### src/rtl/fsg_pkg.sv
package fsg_pkg;

  // Main-clock offset within a frame where the first word is captured.
  function automatic int unsigned capture_offset(input int unsigned div_eff,
                                                 input int unsigned delay);
    return div_eff * delay;
  endfunction

  // The frame must hold the whole delay window plus one divided period.
  function automatic logic cfg_too_short(input int unsigned ratio_eff,
                                         input int unsigned div_eff,
                                         input int unsigned delay);
    return ratio_eff < (div_eff * (delay + 1));
  endfunction

endpackage

### src/rtl/fsg_frame_counter.sv
module fsg_frame_counter #(
  parameter int RATIO_W = 8
) (
  input  logic               clk,
  input  logic               rst_n,
  input  logic [RATIO_W-1:0] ratio_eff,
  output logic [RATIO_W-1:0] frame_cnt,
  output logic               frame_wrap,
  output logic               started
);

  assign frame_wrap = (frame_cnt >= (ratio_eff - RATIO_W'(1)));

  always_ff @(posedge clk or negedge rst_n) begin
    if (!rst_n) begin
      frame_cnt <= '0;
      started   <= 1'b0;
    end else begin
      frame_cnt <= frame_wrap ? '0 : (frame_cnt + RATIO_W'(1));
      if (frame_wrap) started <= 1'b1;
    end
  end

endmodule

### src/rtl/fsg_div_phase.sv
module fsg_div_phase #(
  parameter int DIV_W = 4
) (
  input  logic             clk,
  input  logic             rst_n,
  input  logic [DIV_W-1:0] div_eff,
  input  logic             frame_wrap,
  output logic             boundary
);

  logic [DIV_W-1:0] div_cnt;
  logic             div_last;

  assign div_last = (div_cnt >= (div_eff - DIV_W'(1)));
  assign boundary = (div_cnt == '0);

  always_ff @(posedge clk or negedge rst_n) begin
    if (!rst_n)                      div_cnt <= '0;
    else if (frame_wrap || div_last) div_cnt <= '0;
    else                             div_cnt <= div_cnt + DIV_W'(1);
  end

endmodule

### src/rtl/fsg_event_decode.sv
module fsg_event_decode
  import fsg_pkg::*;
#(
  parameter int RATIO_W = 8,
  parameter int DIV_W   = 4,
  parameter int DLY_W   = 3
) (
  input  logic               started,
  input  logic [RATIO_W-1:0] frame_cnt,
  input  logic [DIV_W-1:0]   div_eff,
  input  logic [DLY_W-1:0]   fs_delay,
  input  logic               cfg_error,
  output logic               strobe,
  output logic               capture
);

  int unsigned pos;
  int unsigned width;
  int unsigned cap_at;

  always_comb begin
    pos     = 32'(frame_cnt);
    width   = 32'(div_eff);
    cap_at  = capture_offset(width, 32'(fs_delay));
    strobe  = started && (pos < width);
    capture = started && !cfg_error && (pos == cap_at);
  end

endmodule

### src/rtl/frame_strobe_gen.sv
module frame_strobe_gen
  import fsg_pkg::*;
#(
  parameter int RATIO_W = 8,
  parameter int DIV_W   = 4,
  parameter int DLY_W   = 3
) (
  input  logic               clk,
  input  logic               rst_n,
  input  logic [RATIO_W-1:0] interp_ratio,
  input  logic [DIV_W-1:0]   clk_div,
  input  logic [DLY_W-1:0]   fs_delay,
  output logic               frame_strobe,
  output logic               div_clk_en,
  output logic               first_capture,
  output logic               cfg_error
);

  logic [RATIO_W-1:0] ratio_eff;
  logic [DIV_W-1:0]   div_eff;
  logic [RATIO_W-1:0] frame_cnt;
  logic               frame_wrap;
  logic               started;

  // zero settings collapse to one
  assign ratio_eff = (interp_ratio == '0) ? RATIO_W'(1) : interp_ratio;
  assign div_eff   = (clk_div == '0) ? DIV_W'(1) : clk_div;

  assign cfg_error = cfg_too_short(32'(ratio_eff), 32'(div_eff), 32'(fs_delay));

  fsg_frame_counter #(.RATIO_W(RATIO_W)) u_frame (
    .clk       (clk),
    .rst_n     (rst_n),
    .ratio_eff (ratio_eff),
    .frame_cnt (frame_cnt),
    .frame_wrap(frame_wrap),
    .started   (started)
  );

  fsg_div_phase #(.DIV_W(DIV_W)) u_div (
    .clk       (clk),
    .rst_n     (rst_n),
    .div_eff   (div_eff),
    .frame_wrap(frame_wrap),
    .boundary  (div_clk_en)
  );

  fsg_event_decode #(.RATIO_W(RATIO_W), .DIV_W(DIV_W), .DLY_W(DLY_W)) u_dec (
    .started  (started),
    .frame_cnt(frame_cnt),
    .div_eff  (div_eff),
    .fs_delay (fs_delay),
    .cfg_error(cfg_error),
    .strobe   (frame_strobe),
    .capture  (first_capture)
  );

endmodule

### config.mk
export PLATFORM = sky130hd
export DESIGN_NAME = frame_strobe_gen
export DESIGN_NICKNAME = d
export VERILOG_FILES = /design/src/rtl/fsg_pkg.sv /design/src/rtl/fsg_frame_counter.sv /design/src/rtl/fsg_div_phase.sv /design/src/rtl/fsg_event_decode.sv /design/src/rtl/frame_strobe_gen.sv
export SDC_FILE = /design/constraint.sdc
export NUM_CORES = 1
export LEC_CHECK = 0
export CAP_MARGIN = 20
export CORE_AREA = 2 2 64 91
export DETAILED_ROUTE_END_ITERATION = 10
export DIE_AREA = 0 0 66 93
export PLACE_DENSITY = 0.68
export SLEW_MARGIN = 20
export SYNTH_ARGS = -nofsm -noshare
export SYNTH_HDL_FRONTEND = slang
export SYNTH_SLANG_ARGS = --single-unit
### constraint.sdc
create_clock -name clk -period 12.25 [get_ports clk]
set_input_delay 3.0625 -clock clk [delete_from_list [all_inputs] [get_ports clk]]
set_output_delay 3.0625 -clock clk [all_outputs]
set_load 0.1 [all_outputs]
==> Word level (Yosys, flattened, before mapping) <==
Index checks and enable logic that the tools add are counted.
{ "word_totals": {"reg_bits": 13, "in_bits": 17, "out_inout_bits": 4, "elab_cells": 27} }
{ "classes": {"add_sub_neg": 5, "n_mul": 2, "magnitude_cmp": 4, "eq_ne": 1, "muxes": 4, "reduce_logical": 8} }
{ "ops": {"columns": ["op", "n"], "rows": [
  ["8-bit two-way mux", 2],
  ["8-bit by 1-bit adder with 8-bit output (second input constant)", 1],
  ["8-bit by 7-bit == test with 1-bit output", 1],
  ["8-bit greater-or-equal comparator", 1],
  ["4-bit logical NOT", 2],
  ["8-bit logical NOT", 1],
  ["8-bit by 4-bit < comparator with 1-bit output", 1],
  ["8-bit < comparator", 1],
  ["4-bit by 4-bit multiplier with 8-bit output", 1],
  ["4-bit two-way mux", 2],
  ["8-bit by 1-bit subtractor with 8-bit output (second input constant)", 1],
  ["4-bit by 3-bit multiplier with 7-bit output", 1],
  ["3-bit by 1-bit adder with 4-bit output (second input constant)", 1],
  ["4-bit by 1-bit adder with 4-bit output (second input constant)", 1],
  ["4-bit greater-or-equal comparator", 1],
  ["4-bit by 1-bit subtractor with 4-bit output (second input constant)", 1],
  ["1-bit logical AND", 3],
  ["1-bit logical NOT", 1],
  ["1-bit logical OR", 1]
]} }

==> Depth between registers and ports, before layout <==
{ "depth": {"word_depth": 7, "ltp_mapped": 19, "mapped_depth_nobuf": 17} }

==> Modules after synthesis <==
A second synthesis with hierarchy kept.
{ "hier_totals": {"cells_unflattened": 243, "hier_area_um2": 2143.3} }
{ "modules_own_cells": {"columns": ["mod", "instances", "cells_each", "area_each_um2", "seq_area_each_um2"], "rows": [
  ["fsg_frame_counter", 1, 70, 691.9, 225.2],
  ["frame_strobe_gen", 1, 91, 688.2, 0.0],
  ["fsg_event_decode", 1, 51, 445.4, 0.0],
  ["fsg_div_phase", 1, 31, 317.8, 100.1]
]} }

==> Worst setup path before layout <==
No wires, ideal clock.
{ "synth_path": {"path_kind": "input-to-output", "start": "in clk_div[1]", "end": "out first_capture", "t_arrival_ps": 8350, "required_ps": 9188, "setup_slack_ps": 837, "cell_stages": 19, "n_path_buf": 2, "cell_sequence": "buf_6 nor3_2 or2_1 buf_6 nand4_1 fa_1 inv_1 fa_1 ha_1 a21o_1 a21oi_1 o21bai_1 a21oi_1 xor2_1 ha_1 nand3_1 nor2_1 a2111oi_4 nor4_2"} }
{ "synth_via": {"elab_chain_len": 7, "word_cells_on_any_way": 9, "cone_classes": "mul (2); order compare (1); eq/ne (1); mux (1); reduce/logical (4)"} }
{ "synth_rtl": {"columns": ["element", "line_no", "rtl"], "rows": [
  ["from (decl)", "frame_strobe_gen.sv:11", "input logic [DIV_W-1:0] clk_div,"],
  ["4-bit logical NOT", "frame_strobe_gen.sv:27", "assign div_eff = (clk_div == '0) ? DIV_W'(1) : clk_div;"],
  ["4-bit two-way mux (*)", "frame_strobe_gen.sv:27", null],
  ["4-bit by 4-bit multiplier with 8-bit output (*)", "fsg_pkg.sv:13", "return ratio_eff < (div_eff * (delay + 1));"],
  ["8-bit < comparator (*)", "fsg_pkg.sv:13", null],
  ["via cfg_error", "frame_strobe_gen.sv:16", "output logic cfg_error"],
  ["1-bit logical NOT (*)", "fsg_event_decode.sv:26", "capture = started && !cfg_error && (pos == cap_at);"],
  ["1-bit logical AND (*) (2 in a row)", "fsg_event_decode.sv:26", null],
  ["to (decl)", "frame_strobe_gen.sv:15", "output logic first_capture,"]
]} }
The timed path passes the listed nets; every way through them passes the cells marked *.

==> Worst setup path in the final report <==
{ "layout_path": {"start": "in clk_div[1]", "end": "out first_capture"} }
{ "layout_via": {"elab_chain_len": 7, "word_cells_on_any_way": 9, "cone_classes": "mul (2); order compare (1); eq/ne (1); mux (1); reduce/logical (4)"} }
{ "layout_rtl": {"columns": ["element", "line_no"], "rows": [
  ["4-bit logical NOT", "frame_strobe_gen.sv:27"],
  ["4-bit two-way mux (*)", "frame_strobe_gen.sv:27"],
  ["4-bit by 4-bit multiplier with 8-bit output", "fsg_pkg.sv:13"],
  ["8-bit < comparator", "fsg_pkg.sv:13"],
  ["1-bit logical NOT", "fsg_event_decode.sv:26"],
  ["1-bit logical AND", "fsg_event_decode.sv:26"],
  ["1-bit logical AND (*)", "fsg_event_decode.sv:26"]
]} }
Mark *: on every way between the ends. The rest lies on a longest branch, timed or not.

==> qor.yml <==
sequentialPowerShare_pct: 26.3
syn-num-nets: 307
arrival_ns: 7.70
final_cell_mix: "46 x ha_1, 22 x inv_1, 18 x clkdlybuf4s50_1"
min_period_ns: 10.76
avgSynthCellArea_um2: 8.77
combPwrFrac_pct: 63.6
dp_slack_ns: 1.47
hold_buffers: 0
finalNetCount: 320
fin_ws_ns: 1.49
port_buffers: 20
cts_buffers: 3
switching_share_pct: 50.8
viasPerCell: 5.15
grt_pass1_wl_um: 7600
die_x_um: 66
crit_required_ns: 9.19
wl_per_cell_um: 13.1
clockRootBuffer: "clkbuf_8"
hp-class: "flop to flop"
dieArea_um2: 6140
period_share_pct: 87.8
synthCells: 237
holdPathStages: 1
overflow: 0
tns_ns: 0
grt_pass1_vias: 1757
ir_drop_mv: 0.0770
r2r_end: "u_div.div_cnt[3]$_DFF_PN0_"
maxCapViolCount: 0
finalSetupViolCount: 0
start_util_pct: 38.7
p_per_area_nw_per_um2: 157
h-tree-depth: 1
areaGrowthSynthToFinish_pct: 12.8
antenna_cells: 0
drt_iter0_drc: 29
synth-seq-cells: 13
yosysUniqueCellTypes: 40
p_int_mw: 0.181
path_class: "primary input to output port"
yosysWarnings: 0
gp_congestion: 0.808
reg2reg_from: "u_frame.frame_cnt[6]$_DFF_PN0_"
final_common_cell: "ha_1"
finalHoldViolCount: 0
status: "complete, no violations"
cts_sinks: 13
drive_above_1_share_pct: 7.23
switchingPower_mw: 0.187
cts_resized: 0
hpwl_um: 3560
reg2reg_setup_slack_ns: 10.08
ios: 21
via_count: 1633
relSlewSlack_pct: 35.1
p_leak_nw: 1.18
rr_worst_depth: 6
cp_max_fo: 10
clk_latency_ns: 0.24
cts_setup_buffers: 0
worstSetupStartpointType: "primary input"
postRouteAntennaNets: 0
clock_power_share_pct: 10.2
antenna_found_initial: 0
syn_area_um2: 2080
grtUsageTotal_pct: 15.6
final.setup_skew_ns: 0.00378
worstHoldStart: "u_frame.started$_DFFE_PN0N_"
fp-row-count: 32
die_height_um: 93
tightestPinTransition_ns: 0.970
grt_max_degree: 14
drcViolationCount: 0
routed_wl_um: 4140
slew_violations: 0
firstDrtPassIters: 4
path_clk_slew_ns: 0.05
fmax_ghz: 0.0929
worstHoldEndpoint: "u_frame.started$_DFFE_PN0N_"
grt_setup_unrepaired: "false"
endpoint_kind: "output port"
core_area_um2: 5370
cts_tree: "yes"
ys_seq_area_share_pct: 15.7
cts_max_path_buffers: 2
-- worst max path at each step --
stage,slack (ns),cells after the start,to,start
2_1_floorplan,0.84,19,first_capture,clk_div[1]
3_3_place_gp,1.57,19,first_capture,clk_div[1]
3_5_place_dp,1.47,19,first_capture,clk_div[1]
4_1_cts,1.45,19,first_capture,clk_div[1]
5_1_grt,1.13,19,first_capture,fs_delay[0]
6_report,1.49,19,first_capture,clk_div[1]
-- state kept, by name, indices dropped and copies added (netlist names) --
name / count
u_frame.frame_cnt: 8
u_div.div_cnt: 4
u_frame.started: 1
-- Yosys cell counts (all sizes together) --
cell	n	share of area (%)
inv	23	4.3
nor4	7	2.4
o31ai	1	0.36
clkbuf	9	1.6
nor3b	1	0.36
o21ai	3	0.72
and3	3	0.90
nor2	16	2.9
and2	14	4.6
nand2b	3	0.90
o41ai	1	0.42
nor4b	1	0.42
buf	3	1.3
nand4	1	0.30
a211oi	2	0.72
ha	46	28
dfrtp	13	16
o21bai	1	0.36
xnor2	13	5.5
xor2	15	6.3
a21oi	11	2.6
or3	2	0.84
fa	7	6.7
or4	1	0.36
o22ai	1	0.30
nor3	3	0.96
nand2	13	2.3
a2111oi	1	1.3
a21o	8	2.9
or2	2	0.60
o2111ai	1	0.42
nor2b	3	0.90
nand3	8	1.9
-- worst max-delay path: stages --
cell	delay [ns]
clkdlybuf4s50_1	0.57
nor3_2	0.23
or2_1	0.28
nand4_1	0.17
fa_1	0.56
inv_1	0.04
fa_1	0.46
ha_1	0.30
a21o_1	0.18
a21oi_1	0.21
o21bai_1	0.08
a21oi_1	0.17
xor2_1	0.09
ha_1	0.30
nand3_1	0.09
a21oi_1	0.23
a2111oi_4	0.08
nor4_2	0.27
buf_4	0.33
-- cells by family (layout without fill, tap and decap cells) --
| logic type | count (synthesis) | in the layout | synth area share, % |
|---|---|---|---|
| flip-flops | 13 | 13 | 15.7 |
| buffers and inverters | 35 | 47 | 7.22 |
| AO/OA/AOI/OAI | 30 | 30 | 10.2 |
| AND/OR/NAND/NOR | 78 | 78 | 20.7 |
| adder cells (fa/ha/maj) | 53 | 53 | 34.4 |
| XOR/XNOR | 28 | 28 | 11.8 |
-- through the flow --
stage	hold slack (ns)	utilization, %	power [mW]	instances	cell area (um^2)
floorplan	0.441	-	0.274	237	2080
global placement	0.454	42.8	0.327	313	2300
detailed placement	0.457	42.8	0.334	313	2300
CTS	0.477	43.7	0.373	317	2340
global route	0.516	43.7	0.410	317	2340
finish	0.476	43.7	0.369	317	2340
-- power by group through the flow --
stage / logic [mW] / clock network, mW / registers [mW]
global route: 0.267 / 0.0405 / 0.102
CTS: 0.238 / 0.0389 / 0.0967
finish: 0.235 / 0.0375 / 0.0968
global placement: 0.230 / 0 / 0.0968
floorplan: 0.188 / 0 / 0.0857
detailed placement: 0.237 / 0 / 0.0963
-- layout make-up --
cell class | count | area, um^2
multi-input combinational | 189 | 1600
clock inverter | 1 | 5.00
sequential | 13 | 325
tap | 68 | 85.1
fill | 541 | 3020
timing repair buffer | 20 | 195
inverter | 23 | 88.8
clock buffer | 3 | 41.3
-- per-layer routing --
metal | share of wire [%] | track usage, % | up-vias
li1 | - | - | 827
met1 | 43 | 17.6 | 780
met2 | 53 | 29.0 | 16
met3 | 1.9 | 1.56 | 10
met4 | 2.3 | 6.46 | 0
met5 | 0 | 0 | -
Power figures use the tool's default switching activity.
